<file path="src/rtl/ecc_fixup.sv">
module ecc_fixup #(
  parameter int          SLOTS      = 4,
  parameter int          SEC_BYTES  = 512,
  parameter int          SECTORS    = 4,
  parameter logic [31:0] EMPTY_WORD = 32'hFFFF_0000
) (
  input  logic                         clk,
  input  logic                         rst_n,
  input  logic                         sec_start,
  input  logic [$clog2(SECTORS)-1:0]   sec_num,
  input  logic                         large_page,
  input  logic                         dec_done,
  input  logic                         dec_fail,
  input  logic [SLOTS*32-1:0]          dec_results,
  output logic                         dec_clr,
  output logic                         busy,
  output logic                         failed,
  output logic                         bad_ofs,
  output logic [$clog2(SEC_BYTES)+$clog2(SECTORS)-1:0] buf_addr,
  output logic                         buf_rd_en,
  output logic                         buf_wr_en,
  output logic [7:0]                   buf_wdata,
  input  logic [7:0]                   buf_rdata
);
  localparam int OFS_W  = $clog2(SEC_BYTES);
  localparam int SEC_W  = $clog2(SECTORS);
  localparam int ADDR_W = OFS_W + SEC_W;
  localparam int SLOT_W = (SLOTS > 1) ? $clog2(SLOTS) : 1;

  typedef enum logic [1:0] {S_IDLE, S_CHECK, S_WR, S_FIN} state_t;
  state_t state;

  logic [SLOT_W-1:0] slot;
  logic [SLOTS-1:0]  applied;
  logic [SEC_W-1:0]  sec_q;
  logic [7:0]        mask_q;
  logic [ADDR_W-1:0] addr_q;

  logic [31:0]       cur;
  logic [15:0]       ofs;
  logic              live, in_range, take, last;
  logic [ADDR_W-1:0] addr_c;

  assign cur      = dec_results[32*slot +: 32];
  assign ofs      = cur[31:16];
  assign in_range = ofs < 16'(SEC_BYTES);
  assign live     = (state == S_CHECK) && (cur != EMPTY_WORD) && !applied[slot];
  assign take     = live && in_range;
  assign last     = slot == SLOT_W'(SLOTS - 1);
  assign addr_c   = large_page ? {sec_q, ofs[OFS_W-1:0]} : {{SEC_W{1'b0}}, ofs[OFS_W-1:0]};

  assign busy      = state != S_IDLE;
  assign dec_clr   = state == S_FIN;
  assign buf_rd_en = take;
  assign buf_wr_en = state == S_WR;
  assign buf_addr  = (state == S_WR) ? addr_q : addr_c;
  assign buf_wdata = buf_rdata ^ mask_q;

  always_ff @(posedge clk) begin
    if (!rst_n) begin
      state   <= S_IDLE;
      slot    <= '0;
      applied <= '0;
      sec_q   <= '0;
      mask_q  <= '0;
      addr_q  <= '0;
      failed  <= 1'b0;
      bad_ofs <= 1'b0;
    end else begin
      case (state)
        S_IDLE: if (dec_done) begin
          slot <= '0;
          if (dec_fail) begin
            failed <= 1'b1;
            state  <= S_FIN;
          end else begin
            state <= S_CHECK;
          end
        end
        S_CHECK: begin
          if (take) begin
            addr_q        <= addr_c;
            mask_q        <= cur[7:0];
            applied[slot] <= 1'b1;
            state         <= S_WR;
          end else begin
            if (live) begin
              applied[slot] <= 1'b1;
              bad_ofs       <= 1'b1;
            end
            if (last) state <= S_FIN;
            else      slot  <= slot + 1'b1;
          end
        end
        S_WR: begin
          if (last) state <= S_FIN;
          else begin
            slot  <= slot + 1'b1;
            state <= S_CHECK;
          end
        end
        default: state <= S_IDLE;
      endcase
      if (sec_start) begin
        applied <= '0;
        failed  <= 1'b0;
        sec_q   <= sec_num;
      end
    end
  end
endmodule


</file>
<file path="config.mk">
export PLATFORM = sky130hd
export DESIGN_NAME = ecc_fixup
export DESIGN_NICKNAME = d
export VERILOG_FILES = /design/src/rtl/ecc_fixup.sv
export SDC_FILE = /design/constraint.sdc
export NUM_CORES = 1
export LEC_CHECK = 0
export ABC_CLOCK_PERIOD_IN_PS = 4000
export BUFFER_PORTS_ARGS = -buffer_cell sky130_fd_sc_hd__buf_2
export CORE_AREA = 2 2 77 79
export DETAILED_ROUTE_END_ITERATION = 12
export DIE_AREA = 0 0 79 81
export PLACE_DENSITY = 0.92
export SLEW_MARGIN = 20
export SYNTH_ARGS = -nofsm -noshare
export SYNTH_HDL_FRONTEND = slang
export SYNTH_SLANG_ARGS = --single-unit
</file>
<file path="constraint.sdc">
create_clock -name clk -period 4 [get_ports clk]
set_clock_uncertainty 0.1 [all_clocks]
set_input_delay 0.2 -clock clk [delete_from_list [all_inputs] [get_ports clk]]
set_output_delay 0.2 -clock clk [all_outputs]
set_load 0.02 [all_outputs]
</file>
==> results of run 1 <==
sequential cells by signal, indices dropped and copies added, names as in the netlist:
signal   flops
addr_q      11
mask_q       8
slot         2
sec_q        2
applied      4
bad_ofs      1
failed       1
state        2
cells in the mapped netlist, drive strengths merged:
library cell / number / share of area, %
o2111ai: 1 / 0.60
or2: 3 / 0.75
clkbuf: 7 / 1.6
a31oi: 2 / 0.50
nand2: 14 / 2.1
mux2: 9 / 4.1
xor2: 8 / 2.8
nor4b: 2 / 1.2
nor2: 2 / 0.30
dfxtp: 31 / 25
or3: 1 / 0.25
nor3: 6 / 1.2
inv: 6 / 0.90
ha: 8 / 4.0
a41oi: 1 / 0.35
a21o: 1 / 0.30
a21oi: 7 / 1.4
o21ai: 3 / 0.60
or4: 2 / 0.60
nand4: 3 / 1.0
nor3b: 1 / 0.30
o21a: 1 / 0.30
a21boi: 2 / 0.60
o31a: 1 / 0.35
o22ai: 2 / 0.50
nand3: 5 / 1.2
mux2i: 22 / 8.8
a2111oi: 5 / 2.0
nand2b: 2 / 0.50
nor4: 8 / 2.3
and4bb: 1 / 0.50
and3: 1 / 0.25
nor2b: 21 / 5.3
a221oi: 1 / 0.35
buf: 6 / 2.4
mux4: 25 / 25
and4: 1 / 0.35
metal layers:
layer | vias up | global-route usage (%)
met5 | - | 0
met4 | 0 | 7.07
met3 | 16 | 4.44
met2 | 134 | 45.0
met1 | 1213 | 28.4
li1 | 1201 | -
worst max-delay path by stage:
| stage | start | to | slack [ns] | cells past startpoint |
|---|---|---|---|---|
| after floorplan | slot[0] | bad_ofs | 1.61 | 7 |
| after global placement | slot[0] | slot[0] | 0.91 | 6 |
| after detailed placement | slot[0] | slot[0] | 0.72 | 6 |
| after CTS | slot[0] | buf_rd_en | 0.55 | 6 |
| after global routing | slot[0] | buf_rd_en | 0.33 | 6 |
| final | slot[0] | buf_rd_en | 0.57 | 6 |
logic make-up (layout without fill, tap and decap cells):
family                     Yosys count  in the layout
and+or+nand+nor                     73             73
muxes                               56             56
DFF                                 31             31
AOI/OAI and AO/OA                   27             27
buffers and inverters               19            184
adders and majority gates            8              8
xor gates and xnor gates             8              8
through the flow:
step	cell area (sq um)	total power, mW	setup WS, ns	std cells
6_report	3460	1.31	0.574	462
5_1_grt	3460	1.38	0.332	462
4_1_cts	3460	1.32	0.549	462
3_5_place_dp	3340	0.997	0.724	454
3_3_place_gp	3340	0.977	0.913	454
2_1_floorplan	2490	0.809	1.61	222
area by class of cell:
class	count	area share, %
Clock inverter	2	1.01
Sequential cell	31	18.0
Clock buffer	6	2.39
Multi-Input combinational cell	172	50.6
Timing Repair Buffer	170	24.7
Tap cell	75	2.71
Inverter	6	0.651
where the power goes:
part | leakage (nW) | total, mW | switching (mW) | internal, mW
sequential | 0.251 | 0.360 | 0.0297 | 0.331
clock | 0.0612 | 0.321 | 0.119 | 0.201
combinational | 1.35 | 0.633 | 0.336 | 0.297
critical path: cells and delay by family (launching register included):
kind	cells	cell delay, ns
flip-flops	1	0.55
multiplexers	1	0.58
buffers and inverters	3	0.70
AND/OR/NAND/NOR	2	1.00
==> results.md, run 1 <==
* Status: complete, no violations
* Hold Path Stages at 3
* Fmax at 292 MHz
* Cts hold-fix bufs at 0
* Vias in the first global route at 2422
* Avg WL per Cell at 17.4 um
* R2r startpoint: slot[0]
* CP max-delay cell: nand3_2
* Initial DRC Count at 177
* CP required at 3.70 ns
* RSZ-0062 raised after global routing: false
* # fillers at 491
* Synth unique cells at 48
* HPWL Detailed at 6640 um
* Compound-Gate Fraction of Synth Area at 7.88%
* Type of origin of the critical path: register
* Grt total ovfl at 0
* Number of setup buffers added after CTS at 0
* Worst-path maximum fanout at 23
* Capturing point of the worst reg2reg path: slot[0]
* DIE AREA at 6400 sq um
* Final #Nets at 538
* Endpoint class of the critical path: output port
* Root Buffer Master: clkbuf_8
* Pwr/cell area at 380 nW/um^2
* Die height at 81 um
* Pins Over Slew Limit at 0
* Met3 WL at 555 um
* Worst Hold End: sec_q[1]
* Initial antenna violation count at 0
* Worst skew pair latency at 0.29 ns
* Quantity of gates resized following cts at 0
* CTS clk-pin slew, worst paths at 0.07 ns
* CTS Sinks at 31
* Hold WS at 0.0833 ns
* Count of final setup violators at 0
* # diodes at 0
* Sequential cell area at 622 sq um
* Reg2Reg Depth at 6
* Placement Rows at 28
* CTS tree: done
* Num CTS Buffers at 5
* Antenna viol nets, final at 0
* Starting Density at 43.9%
* Final critical-path share of the clock period at 85.7%
* Worst-case vdd ir drop at 0.195 mV
* Global-route usage over all layers at 24.2%
* Syn. warnings at 0
* IO buf count at 168
* R2r setup slk at 0.74 ns
* Synth Register Bits at 31
* Max Root-Sink Buffers at 2
* Routed vias/inst at 5.55
* Post-synthesis xor/xnor area fraction at 2.81%
* Routed WL at 8030 um
* Final Hold Viols at 0
* Final core utilization at 61.0%
* Largest net degree at the start of global routing at 31
* Netlist Area Pre-Place at 2490 sq um
* Slew HR at 52.3%
* Most frequent cells in the layout: buf_2 (168), dfxtp_1 (30), mux2i_1 (22)
* Tmin final at 3.43 ns
* Top routing layer used: met4
* CP arrival at 3.13 ns
* Area grow syn2layout at 38.8%
* Hold Crit Start: sec_num[1]
* First-pass GRT wire length at 11800 um
* M1 wire length at 2970 um
* Sequential element share of the synthesized area at 24.9%
* Multi-input gate area in the final layout at 1750 sq um
* Routability cong. at 0.812
* Slew @ Worst Pin at 0.714 ns
* Post-synthesis mux area share at 37.4%
* Syn_nets at 374
* CP Class: reg -> out
* Die Wd at 79 um
* Post-synthesis adder-cell area fraction at 4.01%
* Core area at 5680 sq um
* Synthesized area per cell at 11.2 sq um
* Pleak at 1.66 nW
* Min-delay worst type: in -> reg
* DR vias at 2564
* Initial DRT Pass Iterations at 4
* Mapped Cells at 222
* Simple-Gate Fraction of Synth Area at 18.1%
* CP peak stage delay at 0.63 ns
* Total negative slack at 0 ns
* Max cap viols at 0
* Residual DRC count at 0
* CTS H-tree depth at 2
* Ports at 169
* Main combinational cell family by area after synthesis: multiplexers
* Share of layout cells above drive strength 1 at 54.0%
* Met2 routed WL at 4330 um
* Commonest non-fill, non-tap cell in the layout: buf_2
* Crit path cell chain: buf_4, mux4_2, nor4_2, nand3_2, inv_2, buf_2
Power figures use the tool's default switching activity.
==> inputs of run 2 (changes only) <==
==> config.mk (replaced) <==
export PLATFORM = sky130hd
export DESIGN_NAME = ecc_fixup
export DESIGN_NICKNAME = d
export VERILOG_FILES = /design/src/rtl/ecc_fixup.sv
export SDC_FILE = /design/constraint.sdc
export NUM_CORES = 1
export LEC_CHECK = 0
export ABC_CLOCK_PERIOD_IN_PS = 3400
export BUFFER_PORTS_ARGS = -buffer_cell sky130_fd_sc_hd__buf_2
export CORE_AREA = 2 2 81 83
export DETAILED_ROUTE_END_ITERATION = 12
export DIE_AREA = 0 0 83 85
export PLACE_DENSITY = 0.84
export SLEW_MARGIN = 20
export SYNTH_ARGS = -nofsm -noshare
export SYNTH_HDL_FRONTEND = slang
export SYNTH_SLANG_ARGS = --single-unit
==> constraint.sdc (replaced) <==
create_clock -name clk -period 3.4 [get_ports clk]
set_clock_uncertainty 0.1 [all_clocks]
set_input_delay 0.17 -clock clk [delete_from_list [all_inputs] [get_ports clk]]
set_output_delay 0.17 -clock clk [all_outputs]
set_load 0.02 [all_outputs]
==> results.md, run 2 (same netlist as run 1, synthesis figures left out) <==
* CP required at 3.13 ns (-0.57 ns)
* Multi-input gate area in the final layout at 1750 sq um (unchanged)
* Root Buffer Master: clkbuf_8
* Worst-case vdd ir drop at 0.276 mV (+42%)
* Most frequent cells in the layout: buf_2 (168), dfxtp_1 (30), mux2i_1 (22)
* Global-route usage over all layers at 21.1% (-3.1 points)
* Crit path cell chain: mux4_1, nor2b_1, nand3_2, buf_4, inv_2, buf_2
* CP Class: reg -> out
* Die height at 85 um (+4.9%)
* Final Hold Viols at 0 (unchanged)
* Vias in the first global route at 2449 (+1.1%)
* Initial DRT Pass Iterations at 4 (unchanged)
* Routability cong. at 0.897 (+10%)
* Routed vias/inst at 5.30 (-4.6%)
* Hold WS at 0.0525 ns (-0.0308 ns)
* # diodes at 0 (unchanged)
* Slew HR at 54.8% (+2.5 points)
* Pwr/cell area at 418 nW/um^2 (+10%)
* Core area at 6200 sq um (+9.3%)
* IO buf count at 168 (unchanged)
* CTS Sinks at 31 (unchanged)
* RSZ-0062 raised after global routing: false
* Worst skew pair latency at 0.28 ns (about the same)
* Type of origin of the critical path: register
* Initial DRC Count at 63 (-64%)
* Die Wd at 83 um (+5.1%)
* # fillers at 558 (+14%)
* CTS clk-pin slew, worst paths at 0.07 ns (about the same)
* Endpoint class of the critical path: output port
* CP arrival at 2.89 ns (-0.24 ns)
* Initial antenna violation count at 0 (unchanged)
* Largest Register: addr_q
* Sequential cell area at 622 sq um (unchanged)
* Routed WL at 7540 um (-6.1%)
* Number of setup buffers added after CTS at 0 (unchanged)
* Antenna viol nets, final at 0 (unchanged)
* HPWL Detailed at 6330 um (-4.6%)
* Max Root-Sink Buffers at 2 (unchanged)
* Max cap viols at 0 (unchanged)
* Final core utilization at 55.5% (-5.5 points)
* Overall power at 1.44 mW (+9.5%)
* Pins Over Slew Limit at 0 (unchanged)
* Starting Density at 40.2% (-3.7 points)
* CP peak stage delay at 0.69 ns (+0.06 ns)
* Placement Rows at 29 (+3.6%)
* Fmax at 316 MHz
* Slew @ Worst Pin at 0.677 ns (-0.0368 ns)
* Tmin final at 3.16 ns
* Grt total ovfl at 0 (unchanged)
* Status: complete, no violations
* Ports at 169 (unchanged)
* Num CTS Buffers at 5 (unchanged)
* Worst-path maximum fanout at 23 (unchanged)
* Crit-path leading delay family: flip-flops
* DIE AREA at 7060 sq um (+10%)
* Final critical-path share of the clock period at 93.0%
* Pleak at 1.65 nW (-0.56%)
* Top Registers: addr_q: 11 flops, mask_q: 8 flops, applied: 4 flops
* CP max-delay cell: dfxtp_2
* Residual DRC count at 0 (unchanged)
* Share of layout cells above drive strength 1 at 53.7% (-0.28 points)
* CTS H-tree depth at 2 (unchanged)
* Area grow syn2layout at 38.1%
* Quantity of gates resized following cts at 0 (unchanged)
* Max reg flops at 11 (unchanged)
* CTS tree: done
* Avg WL per Cell at 16.2 um (-6.9%)
* Count of final setup violators at 0 (unchanged)
* Buf/Inv on CP at 3 (unchanged)
* First-pass GRT wire length at 11900 um (+0.41%)
* DR vias at 2468 (-3.7%)
* Min-delay worst type: in -> reg
* Final #Nets at 540 (+0.37%)
* Cts hold-fix bufs at 0 (unchanged)
* Commonest non-fill, non-tap cell in the layout: buf_2
* Largest net degree at the start of global routing at 31 (unchanged)
* Total negative slack at 0 ns (unchanged)
run 2: cell types whose count changed in the layout (fill, tap and decap cells not counted), sizes merged:
cell    delta
clkbuf     +1
bufinv     -1
buf        +2
run 2: metal layers:
metal | share of wire (%) | vias up | GRT usage (%)
met5 | 0 | - | 0
met1 | 41 | 1167 | 26.2
li1 | - | 1200 | -
met3 | 5.0 | 11 | 4.18
met4 | 1.5 | 0 | 5.22
met2 | 52 | 90 | 37.8
run 2: per-stage QoR:
step	std cells	area [sq um]	setup slack (ns)
after floorplan	222	2490	1.01
after detailed placement	458	3360	0.504
final	466	3440	0.240
after global placement	458	3360	0.563
after global routing	466	3440	0.0618
after CTS	466	3440	0.235
run 2: layout make-up:
class	instances	share of cell area [%]
repair buffers	172	25.3
clock inverters	1	0.145
inverters	6	0.654
flip-flops and latches	31	18.1
multi-input cells	172	50.8
well taps	77	2.80
clock buffers	7	2.22
run 2: path summary, 6_finish.rpt:
path | start | endpoint | slack (ns) | depth (start not counted)
setup / recovery | slot[0] | buf_rd_en | 0.24 | 6
hold / removal | sec_num[0] | sec_q[0] | 0.05 | 3
hold reg to reg | addr_q[10] | addr_q[10] | 0.35 | 2
setup reg to reg | slot[0] | addr_q[10] | 0.48 | 6
run 2: worst min-delay path: cells and delay by family:
family | cells | cell delay (ns)
muxes | 1 | 0.06
and+or+nand+nor | 1 | 0.09
buffers and inverters | 1 | 0.07
run 2: report_power, final:
part | internal [mW] | switching (mW) | leakage [nW] | total (mW)
Clock | 0.143 | 0.135 | 0.0422 | 0.279
Combinational | 0.351 | 0.377 | 1.36 | 0.728
Sequential | 0.389 | 0.0433 | 0.251 | 0.433
